--- config.mk ---
export PLATFORM = sky130hd
export DESIGN_NAME = hart_mtimer
export DESIGN_NICKNAME = d
export VERILOG_FILES = /design/src/rtl/mtc_pkg.sv /design/src/rtl/mtc_time_ctr.sv /design/src/rtl/mtc_decode.sv /design/src/rtl/mtc_cmp_slot.sv /design/src/rtl/hart_mtimer.sv
export SDC_FILE = /design/constraint.sdc
export NUM_CORES = 1
export LEC_CHECK = 0
export BUFFER_PORTS_ARGS = -buffer_cell sky130_fd_sc_hd__clkbuf_2
export CORE_ASPECT_RATIO = 0.8
export CORE_MARGIN = 1.5
export CORE_UTILIZATION = 57
export DETAILED_ROUTE_END_ITERATION = 8
export GPL_TIMING_DRIVEN = 1
export PLACE_DENSITY = 0.77
export SLEW_MARGIN = 20
export SYNTH_ARGS = -nofsm -noshare
export SYNTH_HDL_FRONTEND = slang
export SYNTH_SLANG_ARGS = --single-unit
--- constraint.sdc ---
create_clock -name clk_i -period 2.73 [get_ports clk_i]
set_input_delay 0.546 -clock clk_i [delete_from_list [all_inputs] [get_ports clk_i]]
set_output_delay 0.546 -clock clk_i [all_outputs]
set_load 0.01 [all_outputs]
--- src/rtl/mtc_pkg.sv ---
package mtc_pkg;
  localparam int unsigned SLOT_MAX = 4095;  // last 8-byte slot holds the time words
  localparam int unsigned DATA_W   = 32;
  localparam int unsigned TIME_W   = 64;
  typedef logic [TIME_W-1:0] tval_t;
endpackage

--- src/rtl/mtc_time_ctr.sv ---
module mtc_time_ctr
  import mtc_pkg::*;
(
  input  logic  clk_i,
  input  logic  rst_ni,
  input  logic  tick_i,
  output tval_t time_o
);
  tval_t time_q;

  always_ff @(posedge clk_i or negedge rst_ni) begin
    if (!rst_ni)     time_q <= '0;
    else if (tick_i) time_q <= time_q + tval_t'(1);
  end

  assign time_o = time_q;

  AST_TIME_STEP: assert property (@(posedge clk_i) disable iff (!rst_ni)
    tick_i |=> time_o == $past(time_o) + tval_t'(1));
  AST_TIME_HOLD: assert property (@(posedge clk_i) disable iff (!rst_ni)
    !tick_i |=> $stable(time_o));
endmodule

--- src/rtl/mtc_decode.sv ---
module mtc_decode
  import mtc_pkg::*;
#(
  parameter int unsigned AW        = 15,
  parameter int unsigned NUM_HARTS = 4,
  localparam int unsigned IDX_W    = AW - 3
) (
  input  logic             valid_i,
  input  logic [AW-1:0]    addr_i,
  output logic             cmp_hit_o,
  output logic             time_hit_o,
  output logic             hi_o,
  output logic [IDX_W-1:0] idx_o
);
  localparam logic [IDX_W-1:0] TIME_IDX = {IDX_W{1'b1}};
  localparam logic [IDX_W-1:0] HART_LIM = IDX_W'(NUM_HARTS);

  logic aligned;

  assign aligned    = (addr_i[1:0] == 2'b00);
  assign idx_o      = addr_i[AW-1:3];
  assign hi_o       = addr_i[2];
  assign cmp_hit_o  = valid_i && aligned && (idx_o < HART_LIM);
  assign time_hit_o = valid_i && aligned && (idx_o == TIME_IDX);

  AST_DEC_EXCL: assert final (!(cmp_hit_o && time_hit_o));
endmodule

--- src/rtl/mtc_cmp_slot.sv ---
module mtc_cmp_slot
  import mtc_pkg::*;
(
  input  logic              clk_i,
  input  logic              rst_ni,
  input  logic              wr_lo_i,
  input  logic              wr_hi_i,
  input  logic [DATA_W-1:0] wdata_i,
  input  tval_t             time_i,
  output tval_t             cmp_o,
  output logic              irq_o
);
  tval_t cmp_q;

  always_ff @(posedge clk_i or negedge rst_ni) begin
    if (!rst_ni)       cmp_q <= '0;
    else if (wr_lo_i)  cmp_q[31:0]  <= wdata_i;
    else if (wr_hi_i)  cmp_q[63:32] <= wdata_i;
  end

  assign cmp_o = cmp_q;
  // level compare, re-evaluated every cycle from registered state
  assign irq_o = (cmp_q <= time_i);

  AST_LO_KEEPS_HI: assert property (@(posedge clk_i) disable iff (!rst_ni)
    wr_lo_i |=> cmp_o[63:32] == $past(cmp_o[63:32]));
  AST_HI_KEEPS_LO: assert property (@(posedge clk_i) disable iff (!rst_ni)
    (wr_hi_i && !wr_lo_i) |=> cmp_o[31:0] == $past(cmp_o[31:0]));
  AST_PAST_FIRES: assert property (@(posedge clk_i) disable iff (!rst_ni)
    (wr_lo_i && ({cmp_o[63:32], wdata_i} <= time_i)) |=> irq_o);
  AST_IRQ_HOLD: assert property (@(posedge clk_i) disable iff (!rst_ni)
    (irq_o && !wr_lo_i && !wr_hi_i) |=> irq_o);
endmodule

--- src/rtl/hart_mtimer.sv ---
module hart_mtimer
  import mtc_pkg::*;
#(
  parameter int unsigned NUM_HARTS = 4,
  parameter int unsigned AW        = 15,
  localparam int unsigned IDX_W    = AW - 3
) (
  input  logic                 clk_i,
  input  logic                 rst_ni,
  input  logic                 tick_i,
  input  logic                 req_valid_i,
  input  logic                 req_we_i,
  input  logic [AW-1:0]        req_addr_i,
  input  logic [DATA_W-1:0]    req_wdata_i,
  output logic [DATA_W-1:0]    rsp_rdata_o,
  output logic [NUM_HARTS-1:0] timer_irq_o
);
  initial AST_HART_RANGE: assert (NUM_HARTS >= 1 && NUM_HARTS <= SLOT_MAX);

  tval_t             time_w;
  tval_t             cmp_w [NUM_HARTS];
  logic              cmp_hit, time_hit, hi_sel;
  logic [IDX_W-1:0]  idx;
  logic [DATA_W-1:0] shadow_q, rdata_d;
  logic              rd_en;

  mtc_time_ctr u_ctr (
    .clk_i (clk_i),
    .rst_ni(rst_ni),
    .tick_i(tick_i),
    .time_o(time_w)
  );

  mtc_decode #(.AW(AW), .NUM_HARTS(NUM_HARTS)) u_dec (
    .valid_i   (req_valid_i),
    .addr_i    (req_addr_i),
    .cmp_hit_o (cmp_hit),
    .time_hit_o(time_hit),
    .hi_o      (hi_sel),
    .idx_o     (idx)
  );

  for (genvar h = 0; h < NUM_HARTS; h++) begin : g_slot
    logic sel;
    assign sel = req_we_i && cmp_hit && (idx == IDX_W'(h));
    mtc_cmp_slot u_slot (
      .clk_i  (clk_i),
      .rst_ni (rst_ni),
      .wr_lo_i(sel && !hi_sel),
      .wr_hi_i(sel && hi_sel),
      .wdata_i(req_wdata_i),
      .time_i (time_w),
      .cmp_o  (cmp_w[h]),
      .irq_o  (timer_irq_o[h])
    );
  end

  assign rd_en = req_valid_i && !req_we_i;

  always_comb begin
    rdata_d = '0;
    if (cmp_hit) begin
      for (int h = 0; h < NUM_HARTS; h++)
        if (idx == IDX_W'(h)) rdata_d = hi_sel ? cmp_w[h][63:32] : cmp_w[h][31:0];
    end else if (time_hit) begin
      rdata_d = hi_sel ? shadow_q : time_w[31:0];
    end
  end

  always_ff @(posedge clk_i or negedge rst_ni) begin
    if (!rst_ni) begin
      rsp_rdata_o <= '0;
      shadow_q    <= '0;
    end else if (rd_en) begin
      rsp_rdata_o <= rdata_d;
      if (time_hit && !hi_sel) shadow_q <= time_w[63:32];
    end
  end

  AST_RD_MISS_ZERO: assert property (@(posedge clk_i) disable iff (!rst_ni)
    (rd_en && !cmp_hit && !time_hit) |=> rsp_rdata_o == '0);
  AST_RD_HOLD: assert property (@(posedge clk_i) disable iff (!rst_ni)
    !rd_en |=> $stable(rsp_rdata_o));
  AST_TIME_RO: assert property (@(posedge clk_i) disable iff (!rst_ni)
    (req_valid_i && req_we_i && time_hit && !tick_i) |=> $stable(time_w));
  AST_TIME_LO_RD: assert property (@(posedge clk_i) disable iff (!rst_ni)
    (rd_en && time_hit && !hi_sel) |=> rsp_rdata_o == $past(time_w[31:0]));
endmodule

Yosys cells after proc, flatten, opt, wreduce, memory -nomap -nowiden. Cells that the tools add are included.

Bits in registers: 384.

$add $sub $neg: 1. $lt $le $gt $ge: 5. Eq/ne operators: 4. Multiplexer cells: 11. Bitwise gates (word level): 4. Reductions and logical operators: 27.

Operator list (count): $mux 32 (11); $le 64x64->1 (4); $add 64x1->64 const B (1); $eq 12x2->1 const B (2); $logic_and 1x1->1 (18); $eq 12x1->1 const B (1); $eq 12x12->1 const B (1); $logic_not 12->1 (1); $lt 12x3->1 const B (1); $reduce_and 2->1 (5); $not 1->1 (4); $logic_not 1->1 (2); $logic_not 2->1 (1).

Depth between registers and ports, before layout.
Depth after elaboration: 8. Mapped depth: 10. Mapped depth without buffers: 8.

Hierarchy. Synthesis repeated with hierarchy kept, for this count alone.

Cells, all modules: 2261. Area, all modules: 24467.2 um2.

By module, submodules not included: mtc_cmp_slot (times used 4, cells an instance 367, area each 3977.6 um2); hart_mtimer (times used 1, cells an instance 486, area each 5293.8 um2); mtc_time_ctr (times used 1, cells an instance 285, area each 3098.0 um2); mtc_decode (times used 1, cells an instance 22, area each 165.2 um2).

Worst setup path after synthesis. OpenSTA, ideal clock, no wires.

Path kind: input -> register. Start: input tick_i. End: register u_ctr.time_q[46], in the netlist u_ctr.time_o[46]. Library setup time: 0.123 ns. Data arrival time: 2.767 ns. Path slack: -0.160 ns. Stages: 9. Buffers on the path: 3. Path through: buf_4 > nand4_2 > or4_1 > buf_2 > or3b_1 > buf_2 > nor3_4 > or4b_1 > xnor2_1.

RTL lines: start, declared (line hart_mtimer.sv:10) `input logic tick_i,`; end signal, assigned (line mtc_time_ctr.sv:13) `else if (tick_i) time_q <= time_q + tval_t'(1);`; end, declared (line mtc_time_ctr.sv:9) `tval_t time_q;`.

Final worst setup path.
Start: register u_ctr.time_q[27], in the netlist u_ctr.time_o[27]. End: output timer_irq_o[1].

Word-level cells in the longest chain between the ends: 1.

Ends and longest elaborated chain: $le 64x64->1 (line mtc_cmp_slot.sv:23) `assign irq_o = (cmp_q <= time_i);`; end, declared (line hart_mtimer.sv:16) `output logic [NUM_HARTS-1:0] timer_irq_o`.

Every way passes these cells.

==> impl_metrics.tcl <==
set metrics [dict create \
    maxCapViolations 0 \
    clk_latency_ns 0.57 \
    criticalPathCategory "flop to output pin" \
    finClkSkew_ns 0.0181 \
    whs_ns 0.341 \
    die_w_microns 228 \
    failed_checks "negative setup slack" \
    grt_antenna_before_repair 3 \
    tightestPinTransition_ns 0.734 \
    slew_violations 0 \
    synth.net_count 2386 \
    ys_seq_area_frac 0.418 \
    cts_root_buf "clkbuf_16" \
    path_clk_slew_ns 0.06 \
    start_util 0.581 \
    drive_gt1_frac 0.404 \
    fin_util 0.755 \
    clock-sinks 384 \
    dr.pass1.iters 7 \
    pwr-share-clk 0.447 \
    ioPinCount 88 \
    crit_arrival_ns 3.14 \
    gp_congestion 1.00 \
    place_hpwl_microns 61300 \
    cp_max_fo 4 \
    cp-end-kind "output pin" \
    synth_edf_count 0 \
    grt_pass1_wl_microns 127000 \
    synth_area_per_cell_sq_um 11.1 \
    crit_path_start_kind "flop" \
    rr_worst_depth 8 \
    regToRegEndpoint "u_ctr.time_o[46]" \
    setup_viol 7 \
    hold_path.class "input pin to flop" \
    area_growth_pct 30.1 \
    ys_async_sr_fraction 1.00 \
    antenna_left 0 \
    syn_inst 2077 \
    yosysWarnings 0 \
    ctsLongestPathBuffers 3 \
    cts_tree "yes" \
    setup_slack_ns -0.958 \
    setup_tns_ns -3.82 \
    rsz0062_at_grt "true" \
    cp.required_ns 2.18 \
    r2r_slack_ns -0.19 \
    fmax_ghz 0.271 \
    rows 65 \
    relSlewSlack 0.511 \
    fin_crit_sh 1.35 \
    power.internal_w 0.00958 \
    dp_slack_ns -0.719 \
    grt_pass1_vias 21000 \
    fin_crit_ns 3.69 \
    synth-seq-cells 384 \
    p_sw_w 0.00328 \
    viasPerCell 6.52 \
    power_leakage_nw 15.2 \
    rr_startpoint "u_ctr.time_o[8]" \
    overflow 0 \
    netlist_area_sq_um 23000 \
    endpoint "timer_irq_o[1]" \
    vias 20800 \
    status "finished with violations" \
    ir_worst_vdd_v 0.000461 \
    yosys_most_used_dff "dfrtp_1" \
    fin_nets 2940 \
    cts_buffers 41 \
    htree_levels 2 \
    die_area_sq_um 41600 \
    p_sw_frac 0.255 \
    power_w 0.0129 \
    power.density_nw_per_um2 430 \
    finalHoldViolCount 0 \
    die_y_microns 183 \
    synth_cell_types 64 \
    io_buffers 87 \
    drt_first_iter_violations 2482 \
    core_area_sq_um 39600 \
    post_drt_wl_per_cell_microns 26.7 \
    power.share.sequential 0.449 \
    critical_path.startpoint "u_ctr.time_o[27]" \
    grt_max_degree 112 \
    wl_microns 85200 \
    drcViolationCount 0 \
    track_usage 0.412 \
    pwr-share-comb 0.103 \
]
==> placed cells by master, fill, tap and decap left out, types with 32 or more instances in the layout <==
| master | synthesis | layout |
|---|---|---|
| nand3_1 | 47 | 47 |
| nand2_1 | 147 | 147 |
| dfrtp_1 | 384 | 384 |
| o21ai_0 | 80 | 71 |
| nand4_1 | 63 | 63 |
| a211oi_1 | 36 | 33 |
| ha_1 | 257 | 232 |
| mux2_2 | 274 | 274 |
| clkbuf_16 | 0 | 41 |
| mux2i_1 | 80 | 80 |
| buf_4 | 6 | 484 |
| inv_2 | 0 | 32 |
| a21oi_1 | 103 | 97 |
| inv_1 | 74 | 42 |
| xnor2_1 | 62 | 60 |
| clkbuf_2 | 0 | 82 |
| nor2_1 | 81 | 76 |
==> logic make-up (layout without fill, tap and decap cells) <==
kind of cell    Yosys count  after routing  synth area share
xor+xnor                 63             63            0.0240
mux                     371            371             0.185
compound gates          363            363             0.102
buf+inv                 164            745            0.0281
other cells               0              1                 0
simple gates            475            475             0.103
flops                   384            384             0.418
fa+ha+maj               257            257             0.140
==> critical path, cell delays in order (launching register included) <==
cell,delay [ns]
dfrtp_1,0.35
inv_2,0.05
buf_6,0.13
ha_4,0.25
nand4_1,0.21
nor3_2,0.25
nand4_1,0.28
or4_4,0.63
nor2b_4,0.15
a2bb2oi_2,0.14
buf_2,0.14
==> metal layers <==
| metal | part of all wire | GRT usage | routed length, microns |
|---|---|---|---|
| met3 | 0.12 | 0.102 | 9880 |
| met4 | 0.049 | 0.177 | 4150 |
| met5 | 0.00027 | 0 | 23 |
| met1 | 0.41 | 0.578 | 34800 |
| met2 | 0.43 | 0.606 | 36300 |
==> per-stage QoR <==
stage / instance area [sq um] / instances
detailed placement: 27700 / 3096
global placement: 27700 / 3096
floorplan: 23000 / 2077
global route: 29900 / 3195
CTS: 29400 / 3178
finish: 29900 / 3195
==> worst min path at each step <==
| stage | from | slack [ns] | end | cells after the start |
|---|---|---|---|---|
| detailed placement | rst_ni | 0.40 | rsp_rdata_o[3] | 1 |
| global route | req_wdata_i[20] | 0.35 | g_slot[3].u_slot.cmp_o[52] | 2 |
| CTS | req_wdata_i[15] | 0.33 | g_slot[3].u_slot.cmp_o[47] | 2 |
| global placement | rst_ni | 0.40 | shadow_q[4] | 1 |
| floorplan | rst_ni | 0.25 | g_slot[0].u_slot.cmp_o[0] | 0 |
| finish | req_wdata_i[20] | 0.34 | g_slot[3].u_slot.cmp_o[52] | 2 |
==> registers in the layout, summed over array words and instances (netlist names) <==
name                 cells
shadow_q                32
u_ctr.time_o            64
rsp_rdata_o             32
g_slot.u_slot.cmp_o    256
==> cell type report <==
class                           count  area, sq um
Fill cell                        2652         9690
Tap cell                          536          671
Antenna cell                        1         2.50
Timing Repair Buffer              601         4590
Clock inverter                     13          174
Multi-Input combinational cell   1529        13400
Clock buffer                       57         1160
Sequential cell                   384         9610
Inverter                           74          278
==> synth_stat cells (all sizes together) (9+ instances only) <==
| master | instances | area share |
|---|---|---|
| nor2b | 32 | 0.0087 |
| o21ai | 80 | 0.017 |
| a21oi | 103 | 0.022 |
| clkbuf | 59 | 0.0096 |
| mux4 | 16 | 0.016 |
| mux2i | 80 | 0.035 |
| xnor2 | 62 | 0.024 |
| a221oi | 14 | 0.0053 |
| nor4 | 23 | 0.0063 |
| a211oi | 36 | 0.012 |
| ha | 257 | 0.14 |
| dfrtp | 384 | 0.42 |
| o211ai | 9 | 0.0029 |
| and4 | 10 | 0.0038 |
| o221ai | 21 | 0.0080 |
| o311ai | 17 | 0.0065 |
| nand2 | 147 | 0.024 |
| nor2 | 81 | 0.013 |
| nor3 | 35 | 0.0081 |
| nand3 | 47 | 0.010 |
| o22ai | 22 | 0.0060 |
| inv | 74 | 0.012 |
| a21o | 21 | 0.0069 |
| nand4 | 64 | 0.018 |
| buf | 31 | 0.0064 |
| mux2 | 275 | 0.13 |
==> repair_timing <==
action	in CTS	in global routing
hold endpoints to repair	17	0
pin swaps	33	47
setup buffers	13	21
gates resized for setup	74	63
endpoints found under the setup margin	20	14
cloned	0	0
hold buffers	1	0
==> power groups by stage <==
stage	logic [W]	registers (W)	clock network (W)
2_1_floorplan	0.000517	0.00590	0
3_3_place_gp	0.00120	0.00587	0
3_5_place_dp	0.00125	0.00588	0
4_1_cts	0.00127	0.00577	0.00576
5_1_grt	0.00142	0.00578	0.00599
6_report	0.00133	0.00578	0.00575
Power figures use the tool's default switching activity.
